==> src/rtl/ivc_pkg.sv <==
package ivc_pkg;

    localparam int IVC_DW = 16;
    localparam int IVC_AW = 15;
    localparam int IVC_OFF_W = 4;
    localparam logic [IVC_OFF_W-1:0] OFF_SAVE_PC = 4'd8;

    typedef enum logic [1:0] {
        SRC_DEV   = 2'd0,
        SRC_DMA   = 2'd1,
        SRC_PROT  = 2'd2,
        SRC_TIMER = 2'd3
    } src_e;

    typedef enum logic [2:0] {
        HK_TIMER   = 3'd0,
        HK_ILLEGAL = 3'd1,
        HK_DEVICE  = 3'd2,
        HK_SCHED   = 3'd3,
        HK_REQUEST = 3'd4,
        HK_PARITY  = 3'd5
    } hkind_e;

    typedef enum logic [2:0] {
        ST_IDLE,
        ST_TREQ,
        ST_TCAP,
        ST_SAVE,
        ST_VREQ,
        ST_VCAP
    } st_e;

    // Word offset of each handler inside the vector block.
    function automatic logic [IVC_OFF_W-1:0] vec_offset(input hkind_e k);
        case (k)
            HK_TIMER:   return 4'd3;
            HK_ILLEGAL: return 4'd4;
            HK_DEVICE:  return 4'd5;
            HK_SCHED:   return 4'd6;
            HK_REQUEST: return 4'd7;
            HK_PARITY:  return 4'd9;
            default:    return 4'd4;
        endcase
    endfunction

    // Sign set: program identifier; zero: no owner; otherwise a device record.
    function automatic hkind_e classify_word(input logic [IVC_DW-1:0] w);
        if (w[IVC_DW-1])
            return HK_SCHED;
        else if (w == '0)
            return HK_ILLEGAL;
        else
            return HK_DEVICE;
    endfunction

endpackage

==> src/rtl/ivc_index.sv <==
module ivc_index
    import ivc_pkg::*;
#(
    parameter int SC_W     = 6,
    parameter int DW       = IVC_DW,
    parameter int AW       = IVC_AW,
    parameter int SC_FIRST = 6
) (
    input  logic [SC_W-1:0] sel_code,
    input  logic [AW-1:0]   tbl_base,
    input  logic [DW-1:0]   tbl_len,
    output logic            in_range,
    output logic [AW-1:0]   tbl_addr
);
    localparam logic [DW-1:0] FIRST_W = DW'(SC_FIRST);

    logic [DW-1:0] idx;

    // Modulo subtraction: codes below the first table slot wrap high
    // and fall out of range.
    always_comb begin
        idx      = DW'(sel_code) - FIRST_W;
        in_range = (idx <= tbl_len);
        tbl_addr = tbl_base + idx[AW-1:0];
    end
endmodule

==> src/rtl/ivc_class.sv <==
module ivc_class
    import ivc_pkg::*;
#(
    parameter int DW = IVC_DW,
    parameter int AW = IVC_AW
) (
    input  src_e          src,
    input  logic          perr,
    input  logic [DW-1:0] entry,
    input  logic [AW-1:0] vec_base,
    output hkind_e        kind,
    output logic [AW-1:0] vec_addr,
    output logic [AW-1:0] save_addr
);
    always_comb begin
        case (src)
            SRC_TIMER: kind = HK_TIMER;
            SRC_PROT:  kind = perr ? HK_PARITY : HK_REQUEST;
            default:   kind = classify_word(entry);
        endcase
        vec_addr  = vec_base + AW'(vec_offset(kind));
        save_addr = vec_base + AW'(OFF_SAVE_PC);
    end
endmodule

==> src/rtl/ivc_seq.sv <==
module ivc_seq
    import ivc_pkg::*;
#(
    parameter int DW = IVC_DW,
    parameter int AW = IVC_AW
) (
    input  logic          clk,
    input  logic          rst,
    input  logic          start,
    input  src_e          src_in,
    input  logic          perr_in,
    input  logic [AW-1:0] pc_in,
    input  logic          in_range,
    input  logic [AW-1:0] tbl_addr,
    input  hkind_e        kind_i,
    input  logic [AW-1:0] vec_addr,
    input  logic [AW-1:0] save_addr,
    input  logic [DW-1:0] mem_rdata,
    output src_e          src_q,
    output logic          perr_q,
    output logic [DW-1:0] entry_q,
    output logic          mem_rd,
    output logic          mem_we,
    output logic [AW-1:0] mem_addr,
    output logic [DW-1:0] mem_wdata,
    output logic          busy,
    output logic          out_valid,
    output logic [AW-1:0] out_handler,
    output hkind_e        out_kind
);
    st_e           st;
    logic [AW-1:0] pc_q;
    logic [AW-1:0] taddr_q;

    always_ff @(posedge clk) begin
        if (rst) begin
            st          <= ST_IDLE;
            src_q       <= SRC_DEV;
            perr_q      <= 1'b0;
            pc_q        <= '0;
            taddr_q     <= '0;
            entry_q     <= '0;
            out_valid   <= 1'b0;
            out_handler <= '0;
            out_kind    <= HK_TIMER;
        end else begin
            out_valid <= 1'b0;
            case (st)
                ST_IDLE: begin
                    if (start) begin
                        src_q   <= src_in;
                        perr_q  <= perr_in;
                        pc_q    <= pc_in;
                        taddr_q <= tbl_addr;
                        entry_q <= '0;
                        case (src_in)
                            SRC_DEV, SRC_DMA: st <= in_range ? ST_TREQ : ST_VREQ;
                            SRC_PROT:         st <= perr_in ? ST_SAVE : ST_VREQ;
                            default:          st <= ST_VREQ;
                        endcase
                    end
                end
                ST_TREQ: st <= ST_TCAP;
                ST_TCAP: begin
                    if (src_q == SRC_DMA)
                        entry_q <= {1'b0, mem_rdata[DW-2:0]};
                    else
                        entry_q <= mem_rdata;
                    st <= ST_VREQ;
                end
                ST_SAVE: st <= ST_VREQ;
                ST_VREQ: st <= ST_VCAP;
                ST_VCAP: begin
                    out_valid   <= 1'b1;
                    out_handler <= mem_rdata[AW-1:0];
                    out_kind    <= kind_i;
                    st          <= ST_IDLE;
                end
                default: st <= ST_IDLE;
            endcase
        end
    end

    always_comb begin
        busy      = (st != ST_IDLE);
        mem_rd    = (st == ST_TREQ) || (st == ST_VREQ);
        mem_we    = (st == ST_SAVE);
        mem_wdata = (st == ST_SAVE) ? DW'(pc_q) : '0;
        case (st)
            ST_TREQ: mem_addr = taddr_q;
            ST_SAVE: mem_addr = save_addr;
            ST_VREQ: mem_addr = vec_addr;
            default: mem_addr = '0;
        endcase
    end

    a_r11_valid_pulse: assert property (@(posedge clk) disable iff (rst)
        out_valid |=> !out_valid);
    a_r4_sched_negative: assert property (@(posedge clk) disable iff (rst)
        (out_valid && out_kind == HK_SCHED) |-> entry_q[DW-1]);
    a_r5_device_positive: assert property (@(posedge clk) disable iff (rst)
        (out_valid && out_kind == HK_DEVICE) |-> (entry_q != '0 && !entry_q[DW-1]));
    a_r6_illegal_zero: assert property (@(posedge clk) disable iff (rst)
        (out_valid && out_kind == HK_ILLEGAL) |-> (entry_q == '0));
    a_r7_dma_no_sched: assert property (@(posedge clk) disable iff (rst)
        (out_valid && src_q == SRC_DMA) |-> (out_kind != HK_SCHED));
    a_r8_write_parity_only: assert property (@(posedge clk) disable iff (rst)
        mem_we |-> (perr_q && src_q == SRC_PROT));
    a_r10_table_read_source: assert property (@(posedge clk) disable iff (rst)
        (mem_rd && st == ST_TREQ) |-> (src_q == SRC_DEV || src_q == SRC_DMA));
    a_r12_busy_holds: assert property (@(posedge clk) disable iff (rst)
        (busy && start) |=> $stable(src_q));
    a_r1_port_exclusive: assert property (@(posedge clk) disable iff (rst)
        $onehot0({mem_rd, mem_we}));
endmodule

==> src/rtl/ivc_top.sv <==
module ivc_top
    import ivc_pkg::*;
#(
    parameter int SC_W     = 6,
    parameter int DW       = IVC_DW,
    parameter int AW       = IVC_AW,
    parameter int SC_FIRST = 6
) (
    input  logic            clk,
    input  logic            rst,
    input  logic            start,
    input  logic [SC_W-1:0] sel_code,
    input  logic [1:0]      irq_src,
    input  logic            parity_err,
    input  logic [AW-1:0]   susp_pc,
    input  logic [AW-1:0]   cfg_tbl_base,
    input  logic [DW-1:0]   cfg_tbl_len,
    input  logic [AW-1:0]   cfg_vec_base,
    output logic            mem_rd,
    output logic            mem_we,
    output logic [AW-1:0]   mem_addr,
    output logic [DW-1:0]   mem_wdata,
    input  logic [DW-1:0]   mem_rdata,
    output logic            busy,
    output logic            out_valid,
    output logic [AW-1:0]   out_handler,
    output logic [DW-1:0]   out_entry,
    output logic [2:0]      out_kind
);
    logic          in_range;
    logic [AW-1:0] tbl_addr;
    logic [AW-1:0] vec_addr;
    logic [AW-1:0] save_addr;
    hkind_e        kind_c;
    hkind_e        kind_q;
    src_e          src_q;
    logic          perr_q;
    logic [DW-1:0] entry_q;

    ivc_index #(.SC_W(SC_W), .DW(DW), .AW(AW), .SC_FIRST(SC_FIRST)) u_index (
        .sel_code (sel_code),
        .tbl_base (cfg_tbl_base),
        .tbl_len  (cfg_tbl_len),
        .in_range (in_range),
        .tbl_addr (tbl_addr)
    );

    ivc_class #(.DW(DW), .AW(AW)) u_class (
        .src       (src_q),
        .perr      (perr_q),
        .entry     (entry_q),
        .vec_base  (cfg_vec_base),
        .kind      (kind_c),
        .vec_addr  (vec_addr),
        .save_addr (save_addr)
    );

    ivc_seq #(.DW(DW), .AW(AW)) u_seq (
        .clk         (clk),
        .rst         (rst),
        .start       (start),
        .src_in      (src_e'(irq_src)),
        .perr_in     (parity_err),
        .pc_in       (susp_pc),
        .in_range    (in_range),
        .tbl_addr    (tbl_addr),
        .kind_i      (kind_c),
        .vec_addr    (vec_addr),
        .save_addr   (save_addr),
        .mem_rdata   (mem_rdata),
        .src_q       (src_q),
        .perr_q      (perr_q),
        .entry_q     (entry_q),
        .mem_rd      (mem_rd),
        .mem_we      (mem_we),
        .mem_addr    (mem_addr),
        .mem_wdata   (mem_wdata),
        .busy        (busy),
        .out_valid   (out_valid),
        .out_handler (out_handler),
        .out_kind    (kind_q)
    );

    assign out_entry = entry_q;
    assign out_kind  = kind_q;

    a_r3_valid_not_busy: assert property (@(posedge clk) disable iff (rst)
        out_valid |-> !busy);
endmodule

==> config.mk <==
export PLATFORM = sky130hd
export DESIGN_NAME = ivc_top
export DESIGN_NICKNAME = d
export VERILOG_FILES = /design/src/rtl/ivc_pkg.sv /design/src/rtl/ivc_index.sv /design/src/rtl/ivc_class.sv /design/src/rtl/ivc_seq.sv /design/src/rtl/ivc_top.sv
export SDC_FILE = /design/constraint.sdc
export NUM_CORES = 1
export LEC_CHECK = 0
export BUFFER_PORTS_ARGS = -buffer_cell sky130_fd_sc_hd__clkbuf_2
export CORE_UTILIZATION = 32
export DETAILED_ROUTE_END_ITERATION = 6
export GPL_TIMING_DRIVEN = 0
export SYNTH_ARGS = -nofsm -noshare
export SYNTH_HDL_FRONTEND = slang
export SYNTH_SLANG_ARGS = --single-unit
==> constraint.sdc <==
create_clock -name clk -period 4.55 [get_ports clk]
set_input_delay 1.365 -clock clk [delete_from_list [all_inputs] [get_ports clk]]
set_output_delay 1.365 -clock clk [all_outputs]
set_load 0.01 [all_outputs]
==> results_dict.tcl, run 1 <==
set metrics [dict create \
    cp-end-kind "output pin" \
    worstPathCellList "buf_8, ha_4, inv_2, fa_2, nor2b_1, o21ai_1, nand2b_1, buf_12, a22oi_2, or3b_1, nand3_1, buf_2" \
    finish.utilization 0.426 \
    die_h_um 122 \
    vias_per_cell 4.87 \
    start_util 0.329 \
    route.detailed.drc 0 \
    final.min_clock_period_ps 4440 \
    power_density_mw_per_mm2 310 \
    hpwl_um 10800 \
    critPathArrivalTime_ps 3080 \
    overflow 0 \
    max_slew.worst_pin.slew_ps 1140 \
    final_common_cell "clkbuf_2" \
    num-nets-final 899 \
    grt_use_total 0.186 \
    cts_tree "yes" \
    ys_top_cells_by_area "dfxtp_1 (31%), nand2_1 (10%), ha_1 (9.8%), a21oi_1 (9.5%), nand3_1 (3.9%)" \
    post-route-period-util 0.977 \
    worst_setup_path_start_kind "primary input" \
    clk_pin_slew_ps 60 \
    critPathBufInv 4 \
    ys_seq_elements 71 \
    synth_area_mm2 0.00458 \
    slew_violations 0 \
    die_w_um 122 \
    area_growth_pct 29.5 \
    hold_violations 0 \
    synthesis.nets 733 \
    ir_drop_v 0.000236 \
    synthArstFlopShare 0 \
    rows 43 \
    ys_types 63 \
    skew_ps 9.06 \
    core_area_mm2 0.0139 \
    wl_per_cell_um 14.3 \
    netlist_instances 606 \
    crit_family "simple AND/OR/NAND/NOR gates" \
    place_congestion 0.819 \
    hold_path_class "reg -> reg" \
    clk_latency_ps 330 \
    clock_path_buffers 2 \
    crit_path_max_incr_delay_ps 390 \
    cp.required_ps 3180 \
    die_area_mm2 0.0148 \
    synth_top_flop_cell "dfxtp_1" \
    slew_headroom 0.237 \
    grt_pass1_vias 4432 \
    cts_inserted_buffers 9 \
    synth_top_cell_area_share 0.310 \
    grt_max_degree 20 \
    setup_viol 0 \
    avgSynthCellArea_um2 7.55 \
    critPathKind "in -> out" \
    portBuffers 153 \
    synth_edf_count 0 \
    grt_pass1_wl_um 21800 \
    outcome "finished, final reports clean" \
    vias 4662 \
    first_iter_violations 209 \
    antenna_cells 0 \
    wl_um 13700 \
    clock_sinks 71 \
    dr.pass1.iters 4 \
    rsz0062_at_grt "false" \
    p_leak_uw 0.00260 \
    htreeDepth 3 \
    max_freq_mhz 225 \
    layout_common_cells "clkbuf_2 (151), nand2_1 (123), a21oi_1 (87)" \
    root_buffer "clkbuf_16" \
    ios 158 \
    layout-drive-gt1-share 0.260 \
    path_max_fanout 7 \
    synth_area_leader_cell "dfxtp_1" \
    p_total_uw 1840 \
    drv_cap 0 \
    crit_path_top_delay_cell "fa_2" \
    detail-route-antenna-nets 0 \
    ys.warnings.count 0 \
    seq_area_frac_synth 0.310 \
    antenna_found_initial 0 \
]
==> worst min-delay path: stages (launching register included) <==
cell and delay [ps]:
dfxtp_1 310, nand2_1 50, a21oi_1 50
==> state kept, by name, indices dropped and copies added (netlist names) <==
signal	count
u_seq.src_q	2
u_seq.st	3
u_seq.out_valid	1
u_seq.out_handler	15
u_seq.taddr_q	15
u_seq.perr_q	1
u_seq.out_kind	3
u_seq.pc_q	15
u_seq.entry_q	16
==> final cells by class <==
| cell class | count | area (µm²) |
|---|---|---|
| inverters | 26 | 103 |
| flip-flops and latches | 71 | 1420 |
| multi-input cells | 476 | 2940 |
| clock buffers | 9 | 225 |
| well taps | 180 | 225 |
| clock inverters | 7 | 62.6 |
| repair buffers | 156 | 811 |
| plain buffers | 32 | 148 |
| fillers | 1486 | 8000 |
==> logic make-up after synthesis <==
family	share of synthesized area
other cells	0.000819
flops	0.310
mux	0.0123
fa+ha+maj	0.107
xor+xnor	0.0536
simple gates	0.252
compound gates	0.208
buf+inv	0.0555
==> metal layers <==
layer	part of all wire	wire length, µm	global-route usage
met5	0	0	0
met3	0.049	663	0.0360
met2	0.46	6300	0.309
met4	0.0094	129	0.0424
met1	0.48	6560	0.249
==> repair_timing <==
item,4_1_cts,5_1_grt
hold buffers,0,0
cloned,0,0
resized for setup,0,12
setup endpoints to repair,7,8
setup buffers,2,1
pin swaps,1,6
==> cell usage after synthesis (3+ instances only) <==
master	instances
a21oi_1	87
a22oi_1	7
and2_1	16
and3_1	4
buf_2	7
clkbuf_1	23
dfxtp_1	71
ha_1	36
inv_1	25
mux2i_1	3
nand2_1	123
nand2b_1	4
nand3_1	36
nand4_1	7
nor2_1	23
nor2_2	3
nor2b_1	5
nor3_1	6
nor4_1	6
o211ai_1	5
o21a_1	3
o21ai_0	23
o21bai_1	3
o22ai_1	6
xnor2_1	18
xor2_1	10
==> power by group <==
part,total (µW),internal [µW],switching (µW)
Combinational,469,192,277
Clock,679,380,299
Sequential,690,664,26.3
Total,1840,1240,602
==> through the flow <==
step	setup TNS (ps)	area (µm²)	worst slack, ps	instances	hold slack (ps)
after global placement	-673	5570	-155	939	439
final	0	5930	106	957	451
after CTS	0	5880	14.6	956	451
after detailed placement	-699	5570	-166	939	442
after global routing	0	5930	4.30	957	471
after floorplan	0	4580	214	606	425
==> final timing paths <==
path              startpoint                to  slack [ps]  depth (start not counted)
min reg2reg    u_seq.pc_q[4]     u_seq.pc_q[4]         450                          2
max reg2reg      u_seq.st[0]  u_seq.taddr_q[4]        2750                          7
max          cfg_vec_base[0]      mem_addr[12]         110                         12
min            u_seq.pc_q[4]     u_seq.pc_q[4]         450                          2
No activity file was read; power rests on OpenSTA's default activity.
==> run 2: changes to the inputs <==
- ABC_AREA: unset -> 1
==> results_dict.tcl, run 2 <==
set metrics [dict create \
    outcome "finished, final reports clean" \
    vias_per_cell 4.73 \
    overflow 0 \
    detail-route-antenna-nets 0 \
    synth_commonest_cells "nand2_1 (125), inv_1 (105), nor2_1 (89), a21oi_1 (77), dfxtp_1 (71)" \
    portBuffers 155 \
    max_freq_mhz 223 \
    htreeDepth 3 \
    start_util 0.334 \
    power_density_mw_per_mm2 333 \
    wl_per_cell_um 13.2 \
    intPower_uw 1370 \
    slew_violations 0 \
    layout_common_cells "clkbuf_2 (155), nand2_1 (123), inv_1 (105)" \
    seq_power_share 0.353 \
    r2r_slack_ps 2920 \
    p_switching_uw 648 \
    first_iter_violations 293 \
    place_congestion 0.847 \
    route.detailed.drc 0 \
    ios 158 \
    wl_um 14100 \
    die_area_mm2 0.0152 \
    die_h_um 123 \
    p_leak_uw 0.00314 \
    startpoint "cfg_vec_base[0]" \
    area_growth_pct 28.6 \
    comb_power_share 0.268 \
    synthArstFlopShare 0 \
    max_slew.worst_pin.slew_ps 554 \
    synth_edf_count 0 \
    cp.required_ps 3180 \
    seq_area_frac_synth 0.302 \
    timing.rr.end "u_seq.pc_q[3]" \
    clock_path_buffers 2 \
    ys.warnings.count 0 \
    synth_top_cell_area_share 0.302 \
    reg2regPathDepth 9 \
    place_inst 1046 \
    final.min_clock_period_ps 4490 \
    vias 5022 \
    hold_violations 0 \
    hpwl_um 11400 \
    synth_area_leader_cell "dfxtp_1" \
    post_cts_buffers 0 \
    clk_latency_ps 330 \
    synth_top_flop_cell "dfxtp_1" \
    setup_viol 0 \
    fin_setup_tns_ps 0 \
    nFillCells 1507 \
    cts_inserted_buffers 9 \
    ys_top_cells_by_area "dfxtp_1 (30%), nand2_1 (10%), ha_1 (9.6%), inv_1 (8.4%), a21oi_1 (8.2%)" \
    avgSynthCellArea_um2 6.62 \
    path_max_fanout 4 \
    antenna_cells 0 \
    dr.pass1.iters 5 \
    num-nets-final 1004 \
    critPathArrivalTime_ps 3130 \
    slew_headroom 0.630 \
    core_area_mm2 0.0141 \
    top_register "u_seq.entry_q" \
    crit_end "mem_addr[8]" \
    ys_seq_elements 71 \
    finish.utilization 0.429 \
    drv_cap 0 \
    grt_pass1_wl_um 21900 \
    rows 43 \
    r2r_start "u_seq.st[0]" \
    critPathKind "in -> out" \
    grt_max_degree 19 \
    grt_pass1_vias 4455 \
    ys_types 39 \
    rsz0062_at_grt "false" \
    layout.cells.non_filler 1062 \
    synthesis.nets 838 \
    grt_use_total 0.184 \
    cp-end-kind "output pin" \
    final_common_cell "clkbuf_2" \
    largest_reg_flops 16 \
    ir_drop_v 0.000164 \
    antenna_found_initial 0 \
    clockPowerShare 0.379 \
    switching_share 0.321 \
    synth_area_mm2 0.00471 \
    worst_setup_path_start_kind "primary input" \
    post-synth-top-count-cell "nand2_1" \
    clk_pin_slew_ps 50 \
    skew_ps 9.55 \
    hold_path_class "reg -> reg" \
    post-route-period-util 0.988 \
    cts_tree "yes" \
    root_buffer "clkbuf_16" \
    netlist_instances 711 \
    die_w_um 123 \
    clock_sinks 71 \
    layout-drive-gt1-share 0.237 \
]
[run 2: cell types whose count changed after synthesis, moves of 10 or more]
cell      previous run  this run
inv_1               25       105
xnor2_1             18         4
nor2_1              23        89
and2_1              16         0
clkbuf_1            23         9
o21ai_0             23        61
a21oi_1             87        77
[run 2: worst max-delay path, stage by stage]
cell,delay [ps]
clkbuf_2,100
ha_1,170
inv_1,60
fa_2,350
nand3b_1,200
nand2_2,110
nand2_2,90
nor2_2,130
nand2_1,90
xnor2_1,120
nand2_1,50
o221ai_1,130
buf_2,170
[run 2: per-layer routing]
metal	routed length (µm)	global-route usage	share of wire	vias to the layer above
met5	0	0	0	-
met4	131	0.0354	0.0093	0
met3	625	0.0341	0.044	8
met2	6450	0.305	0.46	104
met1	6850	0.250	0.49	2248
li1	-	-	-	2662
[run 2: cell type report]
class	instances	area (µm²)	area share
Clock buffer	9	225	0.0372
Timing Repair Buffer	155	776	0.128
Multi-Input combinational cell	504	2750	0.454
Buffer	24	131	0.0217
Sequential cell	71	1420	0.235
Clock inverter	7	103	0.0170
Inverter	112	423	0.0699
Tap cell	180	225	0.0372
[run 2: power by group through the flow]
stage / Sequential [µW] / Combinational (µW) / Clock, µW
detailed placement: 725 / 537 / 0
global route: 718 / 608 / 807
floorplan: 722 / 344 / 0
CTS: 711 / 541 / 777
finish: 712 / 540 / 763
global placement: 723 / 534 / 0
[run 2: stage by stage]
| stage | total power, µW | worst slack [ps] | hold WS, ps | area, µm² |
|---|---|---|---|---|
| 6_report | 2020 | 56.0 | 449 | 6050 |
| 5_1_grt | 2130 | 1.77 | 476 | 6050 |
| 4_1_cts | 2030 | -0.498 | 451 | 6040 |
| 3_5_place_dp | 1260 | -133 | 444 | 5710 |
| 3_3_place_gp | 1260 | -110 | 441 | 5710 |
| 2_1_floorplan | 1070 | 288 | 430 | 4710 |
[run 2: logic make-up (layout without fill, tap and decap cells)]
kind of cell | after synthesis | in the layout | synth area share
flops | 71 | 71 | 0.302
other cells | 1 | 1 | 0.000797
simple gates | 285 | 285 | 0.260
buf+inv | 136 | 307 | 0.118
fa+ha+maj | 38 | 38 | 0.104
compound gates | 169 | 169 | 0.195
xor+xnor | 11 | 11 | 0.0205
[run 2: worst min path at each step]
stage | from | end | cells after the start
3_5_place_dp | u_seq.pc_q[4] | u_seq.pc_q[4] | 2
6_report | u_seq.pc_q[4] | u_seq.pc_q[4] | 2
4_1_cts | u_seq.pc_q[4] | u_seq.pc_q[4] | 2
5_1_grt | u_seq.pc_q[5] | u_seq.pc_q[5] | 2
2_1_floorplan | u_seq.taddr_q[0] | u_seq.taddr_q[0] | 2
3_3_place_gp | u_seq.pc_q[5] | u_seq.pc_q[5] | 2
[run 2: what timing repair did]
item / CTS / global route
pin swaps: 0 / 0
gates cloned: 0 / 0
gates resized for setup: 3 / 4
endpoints found under the setup margin: 2 / 4
hold buffers: 0 / 0
